<file path="src/rtl/epc_pkg.sv">
package epc_pkg;

  typedef enum logic [1:0] {
    SPACE_PROG = 2'd0,
    SPACE_X    = 2'd1,
    SPACE_Y    = 2'd2,
    SPACE_Y2   = 2'd3
  } space_e;

  typedef enum logic [2:0] {
    ST_PARK    = 3'd0,
    ST_IDLE    = 3'd1,
    ST_ACCESS  = 3'd2,
    ST_RELEASE = 3'd3,
    ST_GRANTED = 3'd4,
    ST_RECLAIM = 3'd5
  } state_e;

  // Strobes from control to datapath
  typedef struct packed {
    logic loadReq;    // accept a core request into the datapath registers
    logic captureRd;  // final access cycle: sample read data
    logic inAccess;   // an external access cycle is under way
    logic drivePort;  // the port is owned and driven
  } ctl_strobe_t;

endpackage

</file>
<file path="src/rtl/epc_ctrl.sv">
module epc_ctrl
  import epc_pkg::*;
(
  input  logic        clk,
  input  logic        rstN,
  input  logic        modeStrobe,
  input  logic        reqValid,
  input  logic        instrBoundary,
  input  logic        reqWaitIn,
  output ctl_strobe_t strb,
  output logic        doneOut,
  output logic        grantOut,
  output logic        ctlAlive
);

  state_e stateQ, stateD;
  logic   doneQ;
  logic   arbReq;
  logic   waitReq;
  logic   releaseNow;

  assign arbReq     = !modeStrobe && reqWaitIn;
  assign waitReq    = modeStrobe && reqWaitIn;
  assign releaseNow = arbReq && instrBoundary;

  always_comb begin
    stateD = stateQ;
    unique case (stateQ)
      ST_PARK:    stateD = ST_IDLE;
      ST_IDLE: begin
        if (releaseNow)    stateD = ST_RELEASE;
        else if (reqValid) stateD = ST_ACCESS;
      end
      ST_ACCESS:  if (!waitReq) stateD = ST_IDLE;
      ST_RELEASE: stateD = arbReq ? ST_GRANTED : ST_RECLAIM;
      ST_GRANTED: if (!arbReq) stateD = ST_RECLAIM;
      ST_RECLAIM: stateD = ST_IDLE;
      default:    stateD = ST_IDLE;
    endcase
  end

  always_ff @(posedge clk or negedge rstN) begin
    if (!rstN) begin
      stateQ <= ST_PARK;
      doneQ  <= 1'b0;
    end else begin
      stateQ <= stateD;
      doneQ  <= strb.captureRd;
    end
  end

  always_comb begin
    strb.loadReq   = (stateQ == ST_IDLE) && !releaseNow && reqValid;
    strb.inAccess  = (stateQ == ST_ACCESS);
    strb.captureRd = (stateQ == ST_ACCESS) && !waitReq;
    strb.drivePort = (stateQ == ST_IDLE) || (stateQ == ST_ACCESS);
  end

  assign doneOut  = doneQ;
  assign grantOut = (stateQ == ST_GRANTED);
  assign ctlAlive = (stateQ != ST_PARK);

  AST_DONE_PULSE: assert property (@(posedge clk) disable iff (!rstN)
    doneOut |=> !doneOut);

  AST_GRANT_NEEDS_REQ: assert property (@(posedge clk) disable iff (!rstN)
    grantOut |-> $past(!modeStrobe && reqWaitIn));

endmodule

</file>
<file path="src/rtl/epc_datapath.sv">
module epc_datapath
  import epc_pkg::*;
#(
  parameter int ADDR_W = 16,
  parameter int DATA_W = 24
) (
  input  logic              clk,
  input  logic              rstN,
  input  ctl_strobe_t       strb,
  input  logic [1:0]        reqSpace,
  input  logic              reqWrite,
  input  logic [ADDR_W-1:0] reqAddr,
  input  logic [DATA_W-1:0] reqWdata,
  input  logic [DATA_W-1:0] dataIn,
  output logic [ADDR_W-1:0] addrOut,
  output logic              addrOe,
  output logic [DATA_W-1:0] dataOut,
  output logic              dataOe,
  output logic              progSel,
  output logic              dataSel,
  output logic              xySel,
  output logic              rdStb,
  output logic              wrStb,
  output logic              ctlOe,
  output logic [DATA_W-1:0] rdData
);

  space_e            spaceQ;
  logic              writeQ;
  logic              xyQ;
  logic [ADDR_W-1:0] addrQ;
  logic [DATA_W-1:0] wdataQ;
  logic [DATA_W-1:0] rdDataQ;
  logic              isProg;

  // Request registers: change only when a request is loaded
  always_ff @(posedge clk or negedge rstN) begin
    if (!rstN) begin
      spaceQ <= SPACE_PROG;
      writeQ <= 1'b0;
      xyQ    <= 1'b0;
      addrQ  <= '0;
      wdataQ <= '0;
    end else if (strb.loadReq) begin
      spaceQ <= space_e'(reqSpace);
      writeQ <= reqWrite;
      addrQ  <= reqAddr;
      wdataQ <= reqWdata;
      if (space_e'(reqSpace) != SPACE_PROG) xyQ <= (space_e'(reqSpace) != SPACE_X);
    end
  end

  always_ff @(posedge clk or negedge rstN) begin
    if (!rstN)               rdDataQ <= '0;
    else if (strb.captureRd && !writeQ) rdDataQ <= dataIn;
  end

  assign isProg  = (spaceQ == SPACE_PROG);
  assign progSel = strb.inAccess && isProg;
  assign dataSel = strb.inAccess && !isProg;
  assign xySel   = xyQ;
  assign rdStb   = strb.inAccess && !writeQ;
  assign wrStb   = strb.inAccess && writeQ;
  assign dataOe  = strb.inAccess && writeQ;
  assign dataOut = wdataQ;
  assign addrOut = addrQ;
  assign addrOe  = strb.drivePort;
  assign ctlOe   = strb.drivePort;
  assign rdData  = rdDataQ;

  AST_RDWR_EXCL: assert property (@(posedge clk) disable iff (!rstN)
    !(rdStb && wrStb));

  AST_SEL_EXCL: assert property (@(posedge clk) disable iff (!rstN)
    !(progSel && dataSel));

  AST_ADDR_HOLD: assert property (@(posedge clk) disable iff (!rstN)
    !strb.loadReq |=> $stable(addrOut));

endmodule

</file>
<file path="src/rtl/ext_port_ctrl.sv">
module ext_port_ctrl
  import epc_pkg::*;
#(
  parameter int ADDR_W = 16,
  parameter int DATA_W = 24
) (
  input  logic              clk,
  input  logic              rstN,
  input  logic              modeStrobe,
  input  logic              reqValid,
  input  logic [1:0]        reqSpace,
  input  logic              reqWrite,
  input  logic [ADDR_W-1:0] reqAddr,
  input  logic [DATA_W-1:0] reqWdata,
  input  logic              instrBoundary,
  output logic              doneOut,
  output logic [DATA_W-1:0] rdData,
  output logic [ADDR_W-1:0] addrOut,
  output logic              addrOe,
  output logic [DATA_W-1:0] dataOut,
  output logic              dataOe,
  input  logic [DATA_W-1:0] dataIn,
  output logic              progSel,
  output logic              dataSel,
  output logic              xySel,
  output logic              rdStb,
  output logic              wrStb,
  output logic              ctlOe,
  input  logic              reqWaitIn,
  output logic              gntStb,
  output logic              gntStbOe
);

  ctl_strobe_t strb;
  logic        grantOut;
  logic        ctlAlive;

  epc_ctrl u_ctrl (
    .clk           (clk),
    .rstN          (rstN),
    .modeStrobe    (modeStrobe),
    .reqValid      (reqValid),
    .instrBoundary (instrBoundary),
    .reqWaitIn     (reqWaitIn),
    .strb          (strb),
    .doneOut       (doneOut),
    .grantOut      (grantOut),
    .ctlAlive      (ctlAlive)
  );

  epc_datapath #(.ADDR_W(ADDR_W), .DATA_W(DATA_W)) u_dp (
    .clk      (clk),
    .rstN     (rstN),
    .strb     (strb),
    .reqSpace (reqSpace),
    .reqWrite (reqWrite),
    .reqAddr  (reqAddr),
    .reqWdata (reqWdata),
    .dataIn   (dataIn),
    .addrOut  (addrOut),
    .addrOe   (addrOe),
    .dataOut  (dataOut),
    .dataOe   (dataOe),
    .progSel  (progSel),
    .dataSel  (dataSel),
    .xySel    (xySel),
    .rdStb    (rdStb),
    .wrStb    (wrStb),
    .ctlOe    (ctlOe),
    .rdData   (rdData)
  );

  // Shared pin: grant in mode 0, bus strobe in mode 1
  assign gntStb   = modeStrobe ? strb.inAccess : grantOut;
  assign gntStbOe = ctlAlive;

  always_ff @(posedge clk) begin
    if (!rstN) begin
      AST_RESET_FLOAT: assert (!addrOe && !dataOe && !ctlOe && !gntStbOe && !doneOut);
    end
  end

  AST_GRANT_FLOAT: assert property (@(posedge clk) disable iff (!rstN)
    (!modeStrobe && gntStb) |-> (!addrOe && !dataOe && !ctlOe));

  AST_BUS_STROBE: assert property (@(posedge clk) disable iff (!rstN)
    modeStrobe |-> (gntStb == (rdStb || wrStb)));

  AST_DONE_AFTER_ACCESS: assert property (@(posedge clk) disable iff (!rstN)
    doneOut |-> $past(rdStb || wrStb));

endmodule

</file>
<file path="config.mk">
export PLATFORM = sky130hd
export DESIGN_NAME = ext_port_ctrl
export DESIGN_NICKNAME = d
export VERILOG_FILES = /design/src/rtl/epc_pkg.sv /design/src/rtl/epc_ctrl.sv /design/src/rtl/epc_datapath.sv /design/src/rtl/ext_port_ctrl.sv
export SDC_FILE = /design/constraint.sdc
export NUM_CORES = 1
export LEC_CHECK = 0
export ABC_AREA = 1
export BUFFER_PORTS_ARGS = -buffer_cell sky130_fd_sc_hd__buf_2
export CAP_MARGIN = 20
export CORE_MARGIN = 4
export CORE_UTILIZATION = 45
export DETAILED_ROUTE_END_ITERATION = 7
export PLACE_DENSITY = 0.78
export SLEW_MARGIN = 10
export SYNTH_ARGS = -nofsm -noshare
export SYNTH_HDL_FRONTEND = slang
export SYNTH_SLANG_ARGS = --single-unit
</file>
<file path="constraint.sdc">
create_clock -name clk -period 1.43 [get_ports clk]
set_input_delay 0 -clock clk [delete_from_list [all_inputs] [get_ports clk]]
set_output_delay 0 -clock clk [all_outputs]
set_load 0.005 [all_outputs]
</file>
==> results of run 1 <==
[kinds of logic after synthesis]
kind of cell    count (synthesis)  synth area share [%]
simple gates                  225                  32.1
buf+inv                        27                  5.71
compound gates                  8                  1.35
flops                          72                  60.9
[flip-flops by register name, summed over array words and instances (netlist names)]
signal	cells
u_dp.writeQ	1
u_dp.rdData	24
u_dp.spaceQ	2
u_ctrl.doneOut	1
u_dp.xySel	1
u_dp.dataOut	24
u_dp.addrOut	16
u_ctrl.stateQ	3
[power breakdown]
| group | total, mW | internal, mW | leakage, nW | switching, mW |
|---|---|---|---|---|
| registers | 3.52 | 2.97 | 0.901 | 0.550 |
| clock network | 1.94 | 1.21 | 0.124 | 0.737 |
| logic | 3.56 | 1.69 | 1.76 | 1.87 |
[per-layer routing]
| layer | share of wire, % | wire length, um | vias to the layer above |
|---|---|---|---|
| met3 | 9.4 | 950 | 24 |
| li1 | - | - | 1498 |
| met4 | 2.2 | 221 | 0 |
| met5 | 0 | 0 | - |
| met2 | 52 | 5260 | 176 |
| met1 | 36 | 3690 | 1495 |
[worst max-delay path, delay by kind of cell]
kind / cells / cell delay, ns
and+or+nand+nor: 4 / 0.62
buffers and inverters: 4 / 1.04
[area by class of cell]
cell class,count,area [um2],share of cell area (%)
flip-flops and latches,72,1800,36.7
clock buffers,11,141,2.88
well taps,77,96.3,1.96
multi-input cells,235,1040,21.3
inverters,11,43.8,0.892
clock inverters,5,104,2.12
repair buffers,238,1680,34.1
[Yosys cell counts, drive strengths merged]
library cell / n / area (um2)
nand2: 184 / 698
dfrtp: 72 / 1800
nand3: 30 / 163
buf: 14 / 118
inv: 11 / 43.8
nor2: 7 / 50.1
o21ai: 6 / 30.0
a21oi: 2 / 10.0
clkbuf: 2 / 7.51
nand3b: 2 / 27.5
and2: 1 / 6.26
nor3: 1 / 5.00
[how the worst min path moves through the flow]
| stage | slack (ns) | to |
|---|---|---|
| after detailed placement | -0.15 | u_dp.rdData[20]$_DFFE_PN0P_ |
| after floorplan | -0.30 | u_ctrl.doneOut$_DFF_PN0_ |
| final | 0.02 | u_dp.spaceQ[0]$_DFFE_PN0P_ |
| after CTS | 0.006 | u_ctrl.stateQ[0]$_DFFE_PN0P_ |
| after global placement | -0.15 | u_dp.rdData[1]$_DFFE_PN0P_ |
| after global routing | 0.03 | u_dp.spaceQ[0]$_DFFE_PN0P_ |
[timing repair]
action	CTS	global route
hold endpoints to repair	141	0
pin swaps	3	6
buffers inserted	2	9
hold buffers	70	0
gates cloned	1	2
resized for setup	3	11
setup endpoints to repair	2	72
[per-stage QoR]
stage | util (%) | area [um2] | hold WS [ns] | power [mW] | worst slack, ns
6_report | 76.9 | 4910 | 0.0248 | 9.02 | 0.0400
3_3_place_gp | 59.3 | 3790 | -0.152 | 6.39 | 0.139
4_1_cts | 75.0 | 4790 | 0.00583 | 8.72 | -0.00382
2_1_floorplan | - | 2960 | -0.296 | 5.07 | 0.222
3_5_place_dp | 59.3 | 3790 | -0.150 | 6.50 | 0.0774
5_1_grt | 76.9 | 4910 | 0.0310 | 9.67 | -0.0137
==> impl_metrics.json, run 1 <==
{
  "diodes": 0,
  "tightest_slew_ns": 0.332,
  "r2r-end": "u_dp.rdData[4]$_DFFE_PN0P_",
  "grt_use_total_pct": 25.0,
  "yosysUniqueCellTypes": 21,
  "slew_viol_final": 0,
  "start_util_pct": 46.4,
  "grt-ovfl-total": 0,
  "grt_pass1_wl_um": 15000,
  "clkTransAtPathRegs_ns": 0.08,
  "syn_avg_cell_area_um2": 8.92,
  "dp_hpwl_um": 5410,
  "rows": 29,
  "final_cells": 649,
  "final_hold_viol_count": 0,
  "cp_max_fo": 18,
  "grt_antenna_before_repair": 0,
  "clockRootBuffer": "clkbuf_8",
  "wl_per_cell_um": 15.6,
  "arrival_ns": 1.67,
  "reg2reg_slack_ns": 0.06,
  "outcome": "complete, no violations",
  "netlist_instances": 332,
  "drc": 0,
  "num_io_pins": 148,
  "numCtsBuffers": 9,
  "layout_common_cells": "nand2_1 (177), buf_2 (145), dfrtp_1 (71)",
  "yosysSeqAreaShare_pct": 60.9,
  "synth-seq-cells": 72,
  "cts_tree": "done",
  "cts.sinks": 72,
  "p_per_area_mw_per_mm2": 1840,
  "top_usage_layer": "met2",
  "crit_start": "modeStrobe",
  "dr.pass1.iters": 4,
  "fillers": 413,
  "clock_path_buffers": 2,
  "min_path_type": "in2reg",
  "final_common_cell": "nand2_1",
  "cp_slowest_cell": "dlygate4sd3_1",
  "portBuffers": 147,
  "r2r-start": "u_ctrl.stateQ[2]$_DFFE_PN0P_",
  "fmax_mhz": 719,
  "yosys_warnings": 0,
  "fin_setup_tns_ns": 0,
  "crit_required_ns": 1.71,
  "p_leak_nw": 2.79,
  "clock_latency_ns": 0.34,
  "skew_ns": 0.00807,
  "use_met3_pct": 7.28,
  "cap_violations": 0,
  "die_h_um": 89.1,
  "syn_to_final_growth_pct": 65.8,
  "fp.dieW_um": 89.1,
  "critPathCapture": "u_dp.addrOut[9]$_DFFE_PN0P_",
  "vdd_drop_max_v": 0.00120,
  "fin_crit_sh_pct": 97.2,
  "path_cells": "dlygate4sd3_1, buf_2, inv_1, nand3_1, nand3_4, buf_4, nand2_1, nand2_1",
  "nets": 640,
  "wirelength_um": 10100,
  "first_global_vias": 3197,
  "drive_above_1_share_pct": 35.3,
  "min_from": "reqValid",
  "critPathLaunchType": "input pin",
  "min_period_ns": 1.39,
  "core_area_mm2": 0.00639,
  "syn_area_mm2": 0.00296,
  "crit_top_cell": "nand2_1",
  "worst-setup-path-type": "in2reg",
  "grt_max_degree": 39,
  "hold-path-cell-count": 3,
  "endpoint_kind": "flip-flop",
  "finalSetupViolCount": 0,
  "synth_nets": 405,
  "vias_per_cell": 4.92,
  "fp.dieArea_mm2": 0.00794,
  "drt-initial-drc-count": 128,
  "dp.cells": 549,
  "met1_usage_pct": 27.5,
  "grtUsageMet2_pct": 43.6,
  "gp_congestion": 0.746,
  "via_count": 3193,
  "maxSlewHeadroom_pct": 77.8,
  "max_stage_delay_ns": 0.55,
  "worstRegToRegCells": 7,
  "cts_max_level": 3,
  "antenna_left": 0
}
Power figures use the tool's default switching activity.
==> inputs of run 2 (changes only) <==
CORE_UTILIZATION = 49   (was 45)
PLACE_DENSITY = 0.84   (was 0.78)
REMOVE_ABC_BUFFERS = 1   (was default)
clock period = 1.7 ns   (was 1.43 ns; I/O delays follow)
==> run 2 against run 1 <==
Against the previous run:
- sequential cell count is the same
- design area shrank 6.8%
- critical path type is now reg2out
- combinational power shrank 26%
- worst setup slack gained 0.038 ns
- register-to-register slack gained 0.16 ns
- critical path depth shrank 3
- first-iteration DRC count shrank 23%
- power shrank 25%
- routed wire length shrank 6.3%
- clock skew shrank 0.0031 ns
==> impl_metrics.json, run 2 (synthesis results as in run 1) <==
{
  "cp_max_fo": 25,
  "post-route-util_pct": 77.7,
  "fin_setup_tns_ns": 0,
  "p_leak_nw": 2.65,
  "postCtsSetupRepairBufs": 0,
  "finalSetupViolCount": 0,
  "die_h_um": 85.7,
  "min_path_type": "in2reg",
  "rows": 28,
  "p_per_area_mw_per_mm2": 1480,
  "arrival_ns": 1.62,
  "diodes": 0,
  "layout_common_cells": "nand2_1 (183), buf_2 (147), dfrtp_1 (72)",
  "worst-setup-path-type": "reg2out",
  "vias_per_cell": 5.01,
  "grt_setup_unrepaired": "false",
  "crit_required_ns": 1.70,
  "num_io_pins": 148,
  "wirelength_um": 9490,
  "maxSlewHeadroom_pct": 71.3,
  "cts_tree": "done",
  "grt_antenna_before_repair": 0,
  "numCtsBuffers": 9,
  "cp_slowest_cell": "dfrtp_1",
  "grt_pass1_wl_um": 15600,
  "outcome": "complete, no violations",
  "worstRegToRegCells": 7,
  "fin_area_mm2": 0.00458,
  "hold-path-cell-count": 3,
  "critPathLaunchType": "flip-flop",
  "cts_resized": 0,
  "wl_per_cell_um": 15.2,
  "fillers": 360,
  "path_cells": "inv_2, nand3b_4, nor2_8, buf_4, buf_2",
  "postCtsHoldBufs": 70,
  "post_dp_cell_area_mm2": 0.00371,
  "grt_max_degree": 73,
  "via_count": 3136,
  "endpoint_kind": "primary output",
  "first_global_vias": 3245,
  "final_hold_viol_count": 0,
  "grt_use_total_pct": 27.1,
  "crit_family": "buffers and inverters",
  "skew_ns": 0.00496,
  "clockRootBuffer": "clkbuf_8",
  "fin_crit_sh_pct": 95.4,
  "start_util_pct": 50.3,
  "tightest_slew_ns": 0.426,
  "fmax_mhz": 616,
  "antenna_left": 0,
  "clkTransAtPathRegs_ns": 0.07,
  "dr.pass1.iters": 4,
  "cap_violations": 0,
  "gp_congestion": 0.829,
  "core_area_mm2": 0.00589,
  "portBuffers": 147,
  "fp.dieW_um": 85.7,
  "critPathBufInv": 3,
  "fp.dieArea_mm2": 0.00735,
  "cts_max_level": 3,
  "min_period_ns": 1.62,
  "vdd_drop_max_v": 0.000848,
  "clock_path_buffers": 2,
  "final_common_cell": "nand2_1",
  "cp_num_cells": 5,
  "syn_to_final_growth_pct": 54.6,
  "grt-ovfl-total": 0,
  "dp_hpwl_um": 5220,
  "cts.sinks": 72,
  "drt-initial-drc-count": 99,
  "clock_latency_ns": 0.33,
  "total_power_mw": 6.77,
  "nets": 622,
  "drive_above_1_share_pct": 31.2,
  "max_stage_delay_ns": 0.44,
  "drc": 0,
  "slew_viol_final": 0
}
[run 2: cell types whose count changed in the layout (fill, tap and decap cells not counted), sizes merged]
cell / delta
nand2: -1
buf: -16
clkinv: -1
bufinv: -3
nand3: -1
clkbuf: +1
[run 2: layer usage]
layer	GRT usage [%]	routed length, um	part of all wire (%)
met5	0	0	0
met2	46.6	4650	49
met1	32.5	3690	39
met4	9.50	182	1.9
met3	7.97	969	10
[run 2: worst reg2reg max path, delay by kind of cell, from the launching register on]
| kind | cells | cell delay [ns] |
|---|---|---|
| buf+inv | 2 | 0.39 |
| simple gates | 5 | 0.59 |
| flops | 1 | 0.44 |
[run 2: report_power, final]
part / total, mW / internal (mW) / switching, mW
Sequential: 2.99 / 2.50 / 0.490
Clock: 1.13 / 0.584 / 0.551
Combinational: 2.65 / 1.17 / 1.48
[run 2: layout make-up]
cell class / instances / area, um2 / area share (%)
multi-input combinational: 233 / 990 / 21.6
inverter: 11 / 43.8 / 0.957
clock inverter: 1 / 5.00 / 0.109
clock buffer: 12 / 155 / 3.39
timing repair buffer: 222 / 1490 / 32.5
sequential: 72 / 1800 / 39.4
tap: 75 / 93.8 / 2.05
[run 2: metrics by stage]
stage | hold WS [ns] | cells | setup slack (ns)
floorplan | -0.296 | 316 | 0.112
global placement | 0.0541 | 543 | 0.301
detailed placement | 0.0591 | 543 | 0.241
CTS | 0.0309 | 626 | 0.0705
global route | 0.0717 | 626 | 0.00784
finish | 0.0443 | 626 | 0.0777
[run 2: final timing paths]
check / end / start / slack (ns)
max in group asynchronous: u_dp.dataOut[12]$_DFFE_PN0P_ / rstN / 1.17
min in group asynchronous: u_dp.rdData[10]$_DFFE_PN0P_ / rstN / 0.25
setup reg to reg: u_dp.addrOut[8]$_DFFE_PN0P_ / u_ctrl.stateQ[1]$_DFFE_PN0P_ / 0.22
hold reg to reg: u_dp.rdData[2]$_DFFE_PN0P_ / u_dp.rdData[2]$_DFFE_PN0P_ / 0.47
hold / removal: u_ctrl.stateQ[0]$_DFFE_PN0P_ / reqValid / 0.04
setup / recovery: rdStb / u_ctrl.stateQ[2]$_DFFE_PN0P_ / 0.08
==> inputs of run 3 (changes only) <==
clock period = 1.88 ns   (was 1.7 ns; I/O delays follow)
==> run 3 against run 2 <==
Against the previous run:
- non-clock buffer count rose by 1
- sequential cell count did not move
- via count fell by 0.99%
- cell count rose by 0.64%
- die area did not move
- sequential power fell by 9.7%
- register-to-register slack improved by 0.18 ns
- clock-buffer cell count did not move
- worst setup slack improved by 0.19 ns
- clock power rose by 23%
- combinational power fell by 10%
- global-route usage rose by 0.22 points
- critical path type unchanged
- largest cell class unchanged
- highest routed layer unchanged
==> impl_metrics.json, run 3 (synthesis results as in run 1) <==
{
  "arrival_ns": 1.61,
  "numCtsBuffers": 9,
  "r2r-start": "u_ctrl.stateQ[2]$_DFFE_PN0P_",
  "crit_required_ns": 1.88,
  "fin_crit_sh_pct": 85.6,
  "cts_tree": "done",
  "wl_per_cell_um": 15.2,
  "gp_congestion": 0.791,
  "start_util_pct": 50.3,
  "layout_common_cells": "nand2_1 (183), buf_2 (147), dfrtp_1 (72)",
  "dp_hpwl_um": 5290,
  "min_period_ns": 1.61,
  "grt_use_total_pct": 27.3,
  "tightest_slew_ns": 0.657,
  "sequentialPowerShare_pct": 41.7,
  "final_hold_viol_count": 0,
  "clock_latency_ns": 0.33,
  "switching_share_pct": 36.1,
  "via_count": 3105,
  "first_global_vias": 3259,
  "worstRegToRegCells": 4,
  "critPathLaunchType": "flip-flop",
  "critPathCapture": "rdStb",
  "switchingPower_mw": 2.34,
  "vdd_drop_max_v": 0.000719,
  "fillers": 364,
  "endpoint_kind": "primary output",
  "setup_ws_ns": 0.270,
  "worst-setup-path-type": "reg2out",
  "finalSetupViolCount": 0,
  "drc": 0,
  "num_io_pins": 148,
  "final_common_cell": "nand2_1",
  "dr.pass1.iters": 5,
  "fin_setup_tns_ns": 0,
  "clkTransAtPathRegs_ns": 0.07,
  "pwr-share-comb_pct": 36.8,
  "skew_ns": 0.0133,
  "grt_antenna_before_repair": 0,
  "vias_per_cell": 4.93,
  "fp.dieW_um": 85.7,
  "nets": 623,
  "drive_above_1_share_pct": 31.7,
  "portBuffers": 147,
  "r2r-end": "u_ctrl.doneOut$_DFF_PN0_",
  "maxSlewHeadroom_pct": 56.2,
  "internal_power_mw": 4.14,
  "fp.dieArea_mm2": 0.00735,
  "fmax_mhz": 621,
  "reg2reg_slack_ns": 0.40,
  "wirelength_um": 9550,
  "p_leak_nw": 2.68,
  "clock_path_buffers": 2,
  "diodes": 0,
  "drt-met1-wl_um": 3890,
  "min_path_type": "in2reg",
  "rows": 28,
  "wl_met2_um": 4560,
  "core_area_mm2": 0.00589,
  "top_layer": "met4",
  "antenna_left": 0,
  "grt-ovfl-total": 0,
  "grt_setup_unrepaired": "false",
  "cts.sinks": 72,
  "clockRootBuffer": "clkbuf_8",
  "outcome": "complete, no violations",
  "cp_max_fo": 25,
  "grt_pass1_wl_um": 15600,
  "cap_violations": 0,
  "pre_cts_slack_ns": 0.396,
  "p_per_area_mw_per_mm2": 1390,
  "crit_start": "u_ctrl.stateQ[2]$_DFFE_PN0P_",
  "power.share.clock_pct": 21.5,
  "syn_to_final_growth_pct": 57.2,
  "cts_max_level": 3,
  "grt_max_degree": 45,
  "slew_viol_final": 0,
  "die_h_um": 85.7,
  "wl_met3_um": 882,
  "drt-initial-drc-count": 81
}
-- run 3: cell count changes in the layout (fill, tap and decap cells not counted), sizes merged --
cell      delta
buf          +1
clkinvlp     +1
bufinv       +2
-- run 3: area by class of cell --
| class | count | area (um2) | share of cell area, % |
|---|---|---|---|
| Sequential cell | 72 | 1800 | 38.7 |
| Timing Repair Buffer | 223 | 1490 | 32.1 |
| Multi-Input combinational cell | 233 | 990 | 21.3 |
| Clock buffer | 12 | 155 | 3.33 |
| Tap cell | 75 | 93.8 | 2.02 |
| Clock inverter | 4 | 76.3 | 1.64 |
| Inverter | 11 | 43.8 | 0.941 |
-- run 3: worst min path at each step --
| stage | from | end | slack, ns | cells past startpoint |
|---|---|---|---|---|
| 2_1_floorplan | rstN | u_ctrl.doneOut$_DFF_PN0_ | -0.30 | 0 |
| 3_3_place_gp | rstN | u_ctrl.stateQ[2]$_DFFE_PN0P_ | 0.06 | 1 |
| 3_5_place_dp | rstN | u_ctrl.doneOut$_DFF_PN0_ | 0.08 | 1 |
| 4_1_cts | reqValid | u_ctrl.stateQ[0]$_DFFE_PN0P_ | 0.02 | 3 |
| 5_1_grt | reqValid | u_ctrl.stateQ[0]$_DFFE_PN0P_ | 0.06 | 3 |
| 6_report | reqValid | u_ctrl.stateQ[0]$_DFFE_PN0P_ | 0.03 | 3 |
-- run 3: metrics by stage --
step           util (%)  hold WS [ns]  instance area, um2  power (mW)  cells
2_1_floorplan         -        -0.296                2840        3.71    316
3_3_place_gp       63.2        0.0618                3720        4.76    544
3_5_place_dp       63.2        0.0759                3720        4.86    544
4_1_cts            79.1        0.0184                4650        6.36    630
5_1_grt            79.1        0.0569                4650        6.97    630
6_report           79.1        0.0258                4650        6.48    630
-- run 3: routing by layer --
| layer | GRT usage, % | vias to the layer above |
|---|---|---|
| li1 | - | 1455 |
| met1 | 33.8 | 1450 |
| met2 | 45.9 | 178 |
| met3 | 7.20 | 22 |
| met4 | 10.6 | 0 |
| met5 | 0 | - |
-- run 3: worst max-delay path, cell delays in order, from the launching register on --
cell and delay [ns]:
dfrtp_1 0.45, inv_2 0.12, nand3b_4 0.15, nor2_8 0.13
buf_4 0.27, buf_2 0.16
-- run 3: timing repair --
| action | CTS | global route |
|---|---|---|
| hold buffers | 70 | 0 |
| gates resized for setup | 0 | 0 |
| buffers inserted | 0 | 0 |
| endpoints found under the hold margin | 96 | 0 |
-- run 3: power groups by stage --
stage	registers [mW]	logic [mW]	clock network, mW
finish	2.70	2.38	1.39
global route	2.77	2.70	1.49
CTS	2.65	2.31	1.40
detailed placement	2.65	2.21	0
global placement	2.65	2.10	0
floorplan	2.71	1.00	0
